File: config.mk
export PLATFORM = sky130hd
export DESIGN_NAME = sar_sequencer
export DESIGN_NICKNAME = d
export VERILOG_FILES = /design/src/rtl/sar_pkg.sv /design/src/rtl/sar_ctrl.sv /design/src/rtl/sar_datapath.sv /design/src/rtl/sar_sequencer.sv
export SDC_FILE = /design/constraint.sdc
export NUM_CORES = 1
export LEC_CHECK = 0
export CORE_MARGIN = 3
export CORE_UTILIZATION = 40
export DETAILED_ROUTE_END_ITERATION = 8
export HOLD_SLACK_MARGIN = 0.05
export PLACE_DENSITY = 0.67
export RECOVER_POWER = 100
export SKIP_LAST_GASP = 1
export SYNTH_ARGS = -nofsm -noshare
export SYNTH_HDL_FRONTEND = slang
export SYNTH_HIERARCHICAL = 1
export SYNTH_SLANG_ARGS = --single-unit
File: constraint.sdc
create_clock -name clk -period 4 [get_ports clk]
set_input_delay 1 -clock clk [delete_from_list [all_inputs] [get_ports clk]]
set_output_delay 1 -clock clk [all_outputs]
set_load 0.005 [all_outputs]
File: src/rtl/sar_pkg.sv
package sar_pkg;
  localparam int SAR_BITS = 10;
  localparam int BYTE_W   = 8;
  localparam int PAIR_W   = 2 * BYTE_W;
  localparam int PAD_W    = PAIR_W - SAR_BITS;
  localparam int IDX_W    = $clog2(SAR_BITS);

  typedef struct packed {
    logic             clearTrial;
    logic             seedMsb;
    logic             decide;
    logic [IDX_W-1:0] bitIdx;
    logic             loadResult;
  } sarStrobe_t;
endpackage

File: src/rtl/sar_ctrl.sv
module sar_ctrl
  import sar_pkg::*;
#(
  parameter int RECOVER_TADS = 2
) (
  input  logic       clk,
  input  logic       rstN,
  input  logic       tadTick,
  input  logic       cfgWe,
  input  logic       cfgEn,
  input  logic       cfgGo,
  input  logic       irqClear,
  output sarStrobe_t strb,
  output logic       goBusy,
  output logic       holdConnect,
  output logic       irqFlag
);
  localparam int REC_W = (RECOVER_TADS > 1) ? $clog2(RECOVER_TADS) : 1;

  typedef enum logic [1:0] {ST_IDLE, ST_SAMPLE, ST_CONV, ST_RECOVER} ctrlState_t;

  ctrlState_t       state;
  logic             enReg;
  logic             goBit;
  logic [IDX_W-1:0] bitIdx;
  logic [REC_W-1:0] recCnt;
  logic             converting;
  logic             goAccept;
  logic             abortReq;
  logic             finish;

  assign converting = (state == ST_SAMPLE) || (state == ST_CONV);
  assign goAccept   = cfgWe && cfgEn && cfgGo && enReg && (state == ST_IDLE) && !goBit;
  assign abortReq   = cfgWe && (!cfgGo || !cfgEn) && converting;
  assign finish     = tadTick && (state == ST_CONV) && (bitIdx == '0);

  always_ff @(posedge clk) begin
    if (!rstN) begin
      state  <= ST_IDLE;
      bitIdx <= '0;
      recCnt <= '0;
    end else if (abortReq) begin
      state  <= ST_RECOVER;
      recCnt <= '0;
    end else if (goAccept) begin
      state <= ST_SAMPLE;
    end else if (tadTick) begin
      case (state)
        ST_SAMPLE: begin
          state  <= ST_CONV;
          bitIdx <= IDX_W'(SAR_BITS - 1);
        end
        ST_CONV: begin
          if (bitIdx == '0) state <= ST_IDLE;
          else              bitIdx <= bitIdx - 1'b1;
        end
        ST_RECOVER: begin
          if (recCnt == REC_W'(RECOVER_TADS - 1)) state <= ST_IDLE;
          else                                    recCnt <= recCnt + 1'b1;
        end
        default: state <= ST_IDLE;
      endcase
    end
  end

  always_ff @(posedge clk) begin
    if (!rstN) begin
      enReg   <= 1'b0;
      goBit   <= 1'b0;
      irqFlag <= 1'b0;
    end else begin
      if (cfgWe) enReg <= cfgEn;
      if (abortReq || finish) goBit <= 1'b0;
      else if (goAccept)      goBit <= 1'b1;
      if (finish)        irqFlag <= 1'b1;
      else if (irqClear) irqFlag <= 1'b0;
    end
  end

  assign goBusy      = goBit;
  assign holdConnect = (state == ST_IDLE);

  always_comb begin
    strb.clearTrial = goAccept;
    strb.seedMsb    = tadTick && (state == ST_SAMPLE) && !abortReq;
    strb.decide     = tadTick && (state == ST_CONV) && !abortReq;
    strb.bitIdx     = bitIdx;
    strb.loadResult = finish && !abortReq;
  end

  // GO/DONE only drops on a TAD tick or an abort write
  a_r3_go_falls_on_tick_or_abort: assert property (@(posedge clk) disable iff (!rstN)
    $fell(goBit) |-> ($past(tadTick) || $past(abortReq)));

  // a start needs the converter enabled before the write
  a_r2_start_needs_prior_enable: assert property (@(posedge clk) disable iff (!rstN)
    $rose(goBit) |-> $past(enReg));

  // hold capacitor open while converting
  a_r4_hold_open_while_busy: assert property (@(posedge clk) disable iff (!rstN)
    goBit |-> !holdConnect);

  // no GO/DONE during recovery
  a_r10_no_go_in_recovery: assert property (@(posedge clk) disable iff (!rstN)
    (state == ST_RECOVER) |-> !goBit);

  // flag rises together with GO/DONE falling
  a_r8_flag_with_done: assert property (@(posedge clk) disable iff (!rstN)
    $rose(irqFlag) |-> (!goBit && $past(goBit)));
endmodule

File: src/rtl/sar_datapath.sv
module sar_datapath
  import sar_pkg::*;
(
  input  logic                clk,
  input  logic                rstN,
  input  sarStrobe_t          strb,
  input  logic                cmpHigh,
  input  logic                rightJust,
  input  logic                swWeHi,
  input  logic                swWeLo,
  input  logic [BYTE_W-1:0]   swData,
  output logic [SAR_BITS-1:0] dacCode,
  output logic [BYTE_W-1:0]   resHi,
  output logic [BYTE_W-1:0]   resLo
);
  logic [SAR_BITS-1:0] trial;
  logic [SAR_BITS-1:0] finalCode;
  logic [PAIR_W-1:0]   pairWord;

  always_ff @(posedge clk) begin
    if (!rstN) begin
      trial <= '0;
    end else if (strb.clearTrial) begin
      trial <= '0;
    end else if (strb.seedMsb) begin
      trial <= SAR_BITS'(1) << (SAR_BITS - 1);
    end else if (strb.decide) begin
      trial[strb.bitIdx] <= cmpHigh;
      if (strb.bitIdx != '0) trial[strb.bitIdx - 1'b1] <= 1'b1;
    end
  end

  assign finalCode = {trial[SAR_BITS-1:1], cmpHigh};

  generate
    if (PAD_W > 0) begin : g_pad
      assign pairWord = rightJust ? {{PAD_W{1'b0}}, finalCode}
                                  : {finalCode, {PAD_W{1'b0}}};
    end else begin : g_nopad
      assign pairWord = finalCode;
    end
  endgenerate

  always_ff @(posedge clk) begin
    if (!rstN) begin
      resHi <= '0;
      resLo <= '0;
    end else if (strb.loadResult) begin
      resHi <= pairWord[PAIR_W-1:BYTE_W];
      resLo <= pairWord[BYTE_W-1:0];
    end else begin
      if (swWeHi) resHi <= swData;
      if (swWeLo) resLo <= swData;
    end
  end

  assign dacCode = trial;

  // first conversion tick seeds the MSB trial
  a_r5_msb_seed: assert property (@(posedge clk) disable iff (!rstN)
    strb.seedMsb |=> (dacCode == (SAR_BITS'(1) << (SAR_BITS - 1))));

  // result bytes only change on completion or software write
  a_r11_hi_holds: assert property (@(posedge clk) disable iff (!rstN)
    (!strb.loadResult && !swWeHi) |=> $stable(resHi));
  a_r11_lo_holds: assert property (@(posedge clk) disable iff (!rstN)
    (!strb.loadResult && !swWeLo) |=> $stable(resLo));
endmodule

File: src/rtl/sar_sequencer.sv
module sar_sequencer
  import sar_pkg::*;
#(
  parameter int RECOVER_TADS = 2
) (
  input  logic                clk,
  input  logic                rstN,
  input  logic                tadTick,
  input  logic                cfgWe,
  input  logic                cfgEn,
  input  logic                cfgGo,
  input  logic                rightJust,
  input  logic                irqClear,
  input  logic                swWeHi,
  input  logic                swWeLo,
  input  logic [BYTE_W-1:0]   swData,
  input  logic                cmpHigh,
  output logic [SAR_BITS-1:0] dacCode,
  output logic                holdConnect,
  output logic                goBusy,
  output logic                irqFlag,
  output logic [BYTE_W-1:0]   resHi,
  output logic [BYTE_W-1:0]   resLo
);
  sarStrobe_t strb;

  sar_ctrl #(.RECOVER_TADS(RECOVER_TADS)) u_ctrl (
    .clk(clk), .rstN(rstN), .tadTick(tadTick),
    .cfgWe(cfgWe), .cfgEn(cfgEn), .cfgGo(cfgGo), .irqClear(irqClear),
    .strb(strb), .goBusy(goBusy), .holdConnect(holdConnect), .irqFlag(irqFlag)
  );

  sar_datapath u_dp (
    .clk(clk), .rstN(rstN), .strb(strb), .cmpHigh(cmpHigh),
    .rightJust(rightJust), .swWeHi(swWeHi), .swWeLo(swWeLo), .swData(swData),
    .dacCode(dacCode), .resHi(resHi), .resLo(resLo)
  );
endmodule

==> results_dict.tcl, run 1 <==
set metrics [dict create \
    cts_inserted_buffers 5 \
    core_um2 4530 \
    finalSetupViolCount 0 \
    slew_headroom_pct 22.1 \
    syn_area_um2 1960 \
    power.density_nw_per_um2 343 \
    drt_wl_total_um 4880 \
    grt_pass1_wl_um 8000 \
    clk_latency_ns 0.28 \
    hold_buffers 0 \
    fin_crit_sh_pct 80.7 \
    critPathRequiredTime_ns 4.17 \
    cts-root-buf "clkbuf_8" \
    tns_ns 0 \
    regToRegSetupSlack_ns 1.31 \
    io_pins 48 \
    fp.dieH_um 76.0 \
    area_growth_syn_to_layout_pct 32.3 \
    yosysUniqueCellTypes 46 \
    fillers 402 \
    synth.yosys.seq_area_share_pct 36.8 \
    synth_fp_nets 244 \
    fp-row-count 24 \
    path_clk_slew_ns 0.07 \
    grt_pass1_vias 1690 \
    peakVddDrop_v 0.000225 \
    layout_min_cycle_time_ns 3.23 \
    status "finished clean" \
    final_common_cell "dfxtp_1" \
    grt_use_total_pct 16.6 \
    postSynthCellCount 218 \
    first_pass_iters 4 \
    avgRoutedWirePerCell_um 14.8 \
    cp_max_fo 32 \
    drive_above_1_share_pct 5.68 \
    synth_ff_type "dfxtp_1" \
    drt_iter0_markers 115 \
    leakagePower_nw 1.09 \
    clockBufferDepth 2 \
    synth_edf_count 0 \
    hold_violations 0 \
    holdCritPathClass "flip-flop to flip-flop" \
    hpwlAfterDp_um 3510 \
    htree_levels 2 \
    io_buffer_count 47 \
    synthArstFlopShare_pct 0 \
    syn_avg_cell_area_um2 8.98 \
    finalClockSkew_ns 0.00540 \
    vias 1774 \
    grt_max_degree 33 \
    rsz0062_at_grt "no" \
    worstSetupEndpointType "flip-flop" \
    critPathKind "primary input to flip-flop" \
    ys_seq_elements 36 \
    place_congestion 0.882 \
    cts_tree "built" \
    nets 289 \
    cts_setup_buffers 0 \
    tightest_slew_ns 1.17 \
    die_w_um 76.0 \
    layout_common_cells "dfxtp_1 (36), dlygate4sd3_1 (32), o21ai_0 (20)" \
    antenna_found_initial 0 \
    drc 0 \
    pre_cts_slack_ns 0.907 \
    cts.sinks 36 \
    cts-resized-gates 0 \
    die_area_um2 5770 \
    ant_nets 0 \
    drv_cap 0 \
    insertedDiodeCount 0 \
    cp_data_arrival_time_ns 3.40 \
    avgViaCountPerCell 5.39 \
    grt_overflow_total 0 \
    yosys_warnings 6 \
    startpoint_type "primary input" \
    slew_violations 0 \
    max_freq_mhz 310 \
    setup_slack_ns 0.771 \
    start_util_pct 43.2 \
]
## layout make-up
class                           count  area, um^2  area share [%]
Inverter                            9        33.8            1.30
Multi-Input combinational cell    162        1150            44.4
Clock buffer                        7        96.3            3.72
Clock inverter                      1        30.0            1.16
Tap cell                           65        81.3            3.14
Timing Repair Buffer               49         478            18.4
Sequential cell                    36         721            27.8
## through the flow
| stage | hold slack (ns) | instances | util [%] | power [W] | area, um^2 |
|---|---|---|---|---|---|
| CTS | 0.491 | 329 | 57.5 | 0.000905 | 2610 |
| floorplan | 0.428 | 218 | - | 0.000485 | 1960 |
| global route | 0.524 | 329 | 57.1 | 0.000931 | 2590 |
| global placement | 0.485 | 321 | 54.7 | 0.000558 | 2480 |
| detailed placement | 0.470 | 321 | 54.7 | 0.000559 | 2480 |
| finish | 0.490 | 329 | 57.1 | 0.000888 | 2590 |
## metal layers
| layer | wire length [um] | track usage [%] |
|---|---|---|
| met1 | 2250 | 19.9 |
| met2 | 2340 | 29.1 |
| met3 | 270 | 4.50 |
| met4 | 24 | 4.89 |
| met5 | 0 | 0 |
## critical path, cell delays in order
cell and delay (ns):
dlygate4sd3_1 0.59, nand2_1 0.10, and3_1 0.23, nor3_2 0.17, clkbuf_1 0.88, o21ai_0 0.24
and2_0 0.20
## cell usage after synthesis, types with 3 or more instances
cell / instances / area, um^2
a21oi_1: 11 / 55.1
mux2_1: 3 / 33.8
nand3_1: 8 / 40.0
nor3_1: 3 / 15.0
o211a_1: 6 / 60.1
o21ai_0: 20 / 100
dfxtp_1: 36 / 721
ha_1: 7 / 87.6
buf_2: 5 / 25.0
a311oi_1: 4 / 35.0
a31oi_1: 3 / 18.8
and2_1: 12 / 75.1
nor2_1: 7 / 26.3
clkbuf_1: 5 / 18.8
nand2_1: 12 / 45.0
inv_1: 8 / 30.0
nand3b_1: 8 / 60.1
nand2b_1: 5 / 31.3
mux2i_1: 18 / 180
## cell families after synthesis
family                     share of synthesized area [%]
DFF                                                 36.8
buffers and inverters                               4.34
AOI/OAI and AO/OA                                   18.4
adders and majority gates                           4.47
and+or+nand+nor                                     24.5
muxes                                               11.5
## sequential cells by signal, indices dropped and copies added, names as in the netlist
| signal | count |
|---|---|
| u_dp/dacCode | 10 |
| u_dp/resHi | 8 |
| u_dp/resLo | 8 |
| u_ctrl/bitIdx | 4 |
| u_ctrl/state | 2 |
| u_ctrl/enReg | 1 |
| u_ctrl/goBusy | 1 |
| u_ctrl/irqFlag | 1 |
| u_ctrl/recCnt | 1 |
## worst paths after layout
kind                                                   start                         end  cells after the start
worst min-delay path               u_ctrl/enReg$_SDFFE_PN0P_   u_ctrl/enReg$_SDFFE_PN0P_                      2
worst min register to register     u_ctrl/enReg$_SDFFE_PN0P_   u_ctrl/enReg$_SDFFE_PN0P_                      2
worst max-delay path                                   cfgEn  u_dp/resLo[0]$_SDFFE_PN0P_                      7
worst max register to register  u_ctrl/state[0]$_SDFFE_PN0P_  u_dp/resLo[0]$_SDFFE_PN0P_                      7
## report_power, final
part	internal, W	switching (W)	total [W]	leakage (nW)
sequential	0.000377	0.0000173	0.000394	0.294
combinational	0.0000777	0.0000711	0.000149	0.736
clock	0.000220	0.000125	0.000345	0.0645
total	0.000675	0.000214	0.000888	1.09
Power figures use the tool's default switching activity.
==> inputs of run 2 (changes only) <==
==> constraint.sdc (replaced) <==
create_clock -name clk -period 3.1 [get_ports clk]
set_input_delay 0.775 -clock clk [delete_from_list [all_inputs] [get_ports clk]]
set_output_delay 0.775 -clock clk [all_outputs]
set_load 0.005 [all_outputs]
==> run 2 against run 1 <==
Count of clock-buffer cells in the layout is 2 lower. Clock skew fell by 0.0031 ns. Total power up 43%. Critical path depth stayed put. Die area unchanged. Worst hold slack worse by 0.0070 ns. Core utilization is 0.77 points higher. Final area grew 1.4%. Final cell count is 0.30% higher. Critical endpoint unchanged.
==> results_dict.tcl, run 2 (synthesis results as in run 1) <==
set metrics [dict create \
    die_area_um2 5770 \
    io_pins 48 \
    max_freq_mhz 401 \
    grt_use_total_pct 17.2 \
    hold_buffers 0 \
    place_congestion 0.867 \
    p_sw_w 0.000282 \
    worstSetupEndpointType "flip-flop" \
    grt_pass1_vias 1665 \
    power_frac_comb_pct 15.0 \
    clock_power_share_pct 45.0 \
    vias 1756 \
    critPathKind "primary input to flip-flop" \
    cts_tree "built" \
    pwr-share-seq_pct 40.0 \
    hp-start "u_ctrl/recCnt$_SDFFE_PP0P_" \
    largest_reg_flops 10 \
    power.density_nw_per_um2 484 \
    drt_wl_total_um 4870 \
    grt_pass1_wl_um 8170 \
    finalClockSkew_ns 0.00228 \
    cts-root-buf "clkbuf_8" \
    cp_max_fo 32 \
    leakagePower_nw 1.12 \
    drc 0 \
    clockBufferDepth 2 \
    swShare_pct 22.2 \
    grt_overflow_total 0 \
    cts_inserted_buffers 5 \
    avgRoutedWirePerCell_um 14.8 \
    p_int_w 0.000989 \
    cts-resized-gates 0 \
    holdCritPathClass "flip-flop to flip-flop" \
    first_pass_iters 4 \
    drive_above_1_share_pct 5.66 \
    layout_common_cells "dfxtp_1 (36), dlygate4sd3_1 (33), o21ai_0 (20)" \
    dr_wl_met2_um 2260 \
    startpoint_type "primary input" \
    fillers 422 \
    cts_setup_buffers 0 \
    die_w_um 76.0 \
    core_um2 4530 \
    dr.max_layer_used "met4" \
    peakVddDrop_v 0.000383 \
    cts.sinks 36 \
    status "finished clean" \
    clk_latency_ns 0.29 \
    worstSetupStartpoint "cfgEn" \
    avgViaCountPerCell 5.32 \
    start_util_pct 43.2 \
    ant_nets 0 \
    fp-row-count 24 \
    nets 290 \
    htree_levels 2 \
    drt_iter0_markers 88 \
    io_buffer_count 47 \
    antenna_found_initial 0 \
    fp.dieH_um 76.0 \
    fin_crit_sh_pct 80.5 \
    rr_startpoint "u_ctrl/state[0]$_SDFFE_PN0P_" \
    critPathRequiredTime_ns 3.28 \
    layout_min_cycle_time_ns 2.49 \
    tns_ns 0 \
    cp_data_arrival_time_ns 2.68 \
    wl_met3_um 297 \
    slew_headroom_pct 56.1 \
    slew_violations 0 \
    final_common_cell "dfxtp_1" \
    area_growth_syn_to_layout_pct 34.1 \
    hpwlAfterDp_um 3530 \
    insertedDiodeCount 0 \
    drv_cap 0 \
    tightest_slew_ns 0.659 \
    path_clk_slew_ns 0.07 \
    finalPower_w 0.00127 \
    grt_max_degree 33 \
    wirelength_met1_um 2270 \
    rsz0062_at_grt "no" \
    hold_violations 0 \
    finalSetupViolCount 0 \
]
## run 2: per-layer routing
| layer | vias to the layer above | GRT usage (%) |
|---|---|---|
| li1 | 889 | - |
| met4 | 0 | 4.89 |
| met1 | 805 | 22.7 |
| met2 | 58 | 27.2 |
| met5 | - | 0 |
| met3 | 4 | 5.33 |
## run 2: worst paths after layout
kind | endpoint | slack [ns] | cells past startpoint
hold / removal | u_ctrl/recCnt$_SDFFE_PP0P_ | 0.48 | 2
hold reg to reg | u_ctrl/recCnt$_SDFFE_PP0P_ | 0.48 | 2
setup reg to reg | u_dp/resLo[0]$_SDFFE_PN0P_ | 0.90 | 7
setup / recovery | u_dp/resLo[0]$_SDFFE_PN0P_ | 0.61 | 7
## run 2: cell type report
cell class / instances / area (um^2) / share of cell area (%)
clock buffers: 5 / 68.8 / 2.62
clock inverters: 3 / 90.1 / 3.43
inverters: 9 / 33.8 / 1.29
multi-input cells: 162 / 1140 / 43.6
flip-flops and latches: 36 / 721 / 27.4
well taps: 65 / 81.3 / 3.10
repair buffers: 50 / 487 / 18.5
## run 2: power by group through the flow
stage               sequential, W  clock (W)  combinational, W
detailed placement       0.000521          0          0.000202
global placement         0.000520          0          0.000201
floorplan                0.000515          0          0.000111
CTS                      0.000510   0.000584          0.000204
global route             0.000513   0.000600          0.000214
finish                   0.000509   0.000572          0.000190
## run 2: critical path, cell delays in order
cell and delay, ns:
dlygate4sd3_1 0.57, nand2_1 0.09, and3_1 0.22, nor3_1 0.19, clkbuf_2 0.47, o21ai_0 0.18, and2_0 0.18
## run 2: stage by stage
| stage | area, um^2 | utilization, % | std cells | hold slack, ns | setup WS (ns) |
|---|---|---|---|---|---|
| finish | 2630 | 57.9 | 330 | 0.483 | 0.606 |
| detailed placement | 2490 | 54.8 | 322 | 0.471 | 0.531 |
| global route | 2630 | 57.9 | 330 | 0.491 | 0.369 |
| CTS | 2650 | 58.3 | 330 | 0.489 | 0.823 |
| floorplan | 1960 | - | 218 | 0.428 | 1.05 |
| global placement | 2490 | 54.8 | 322 | 0.453 | 0.524 |
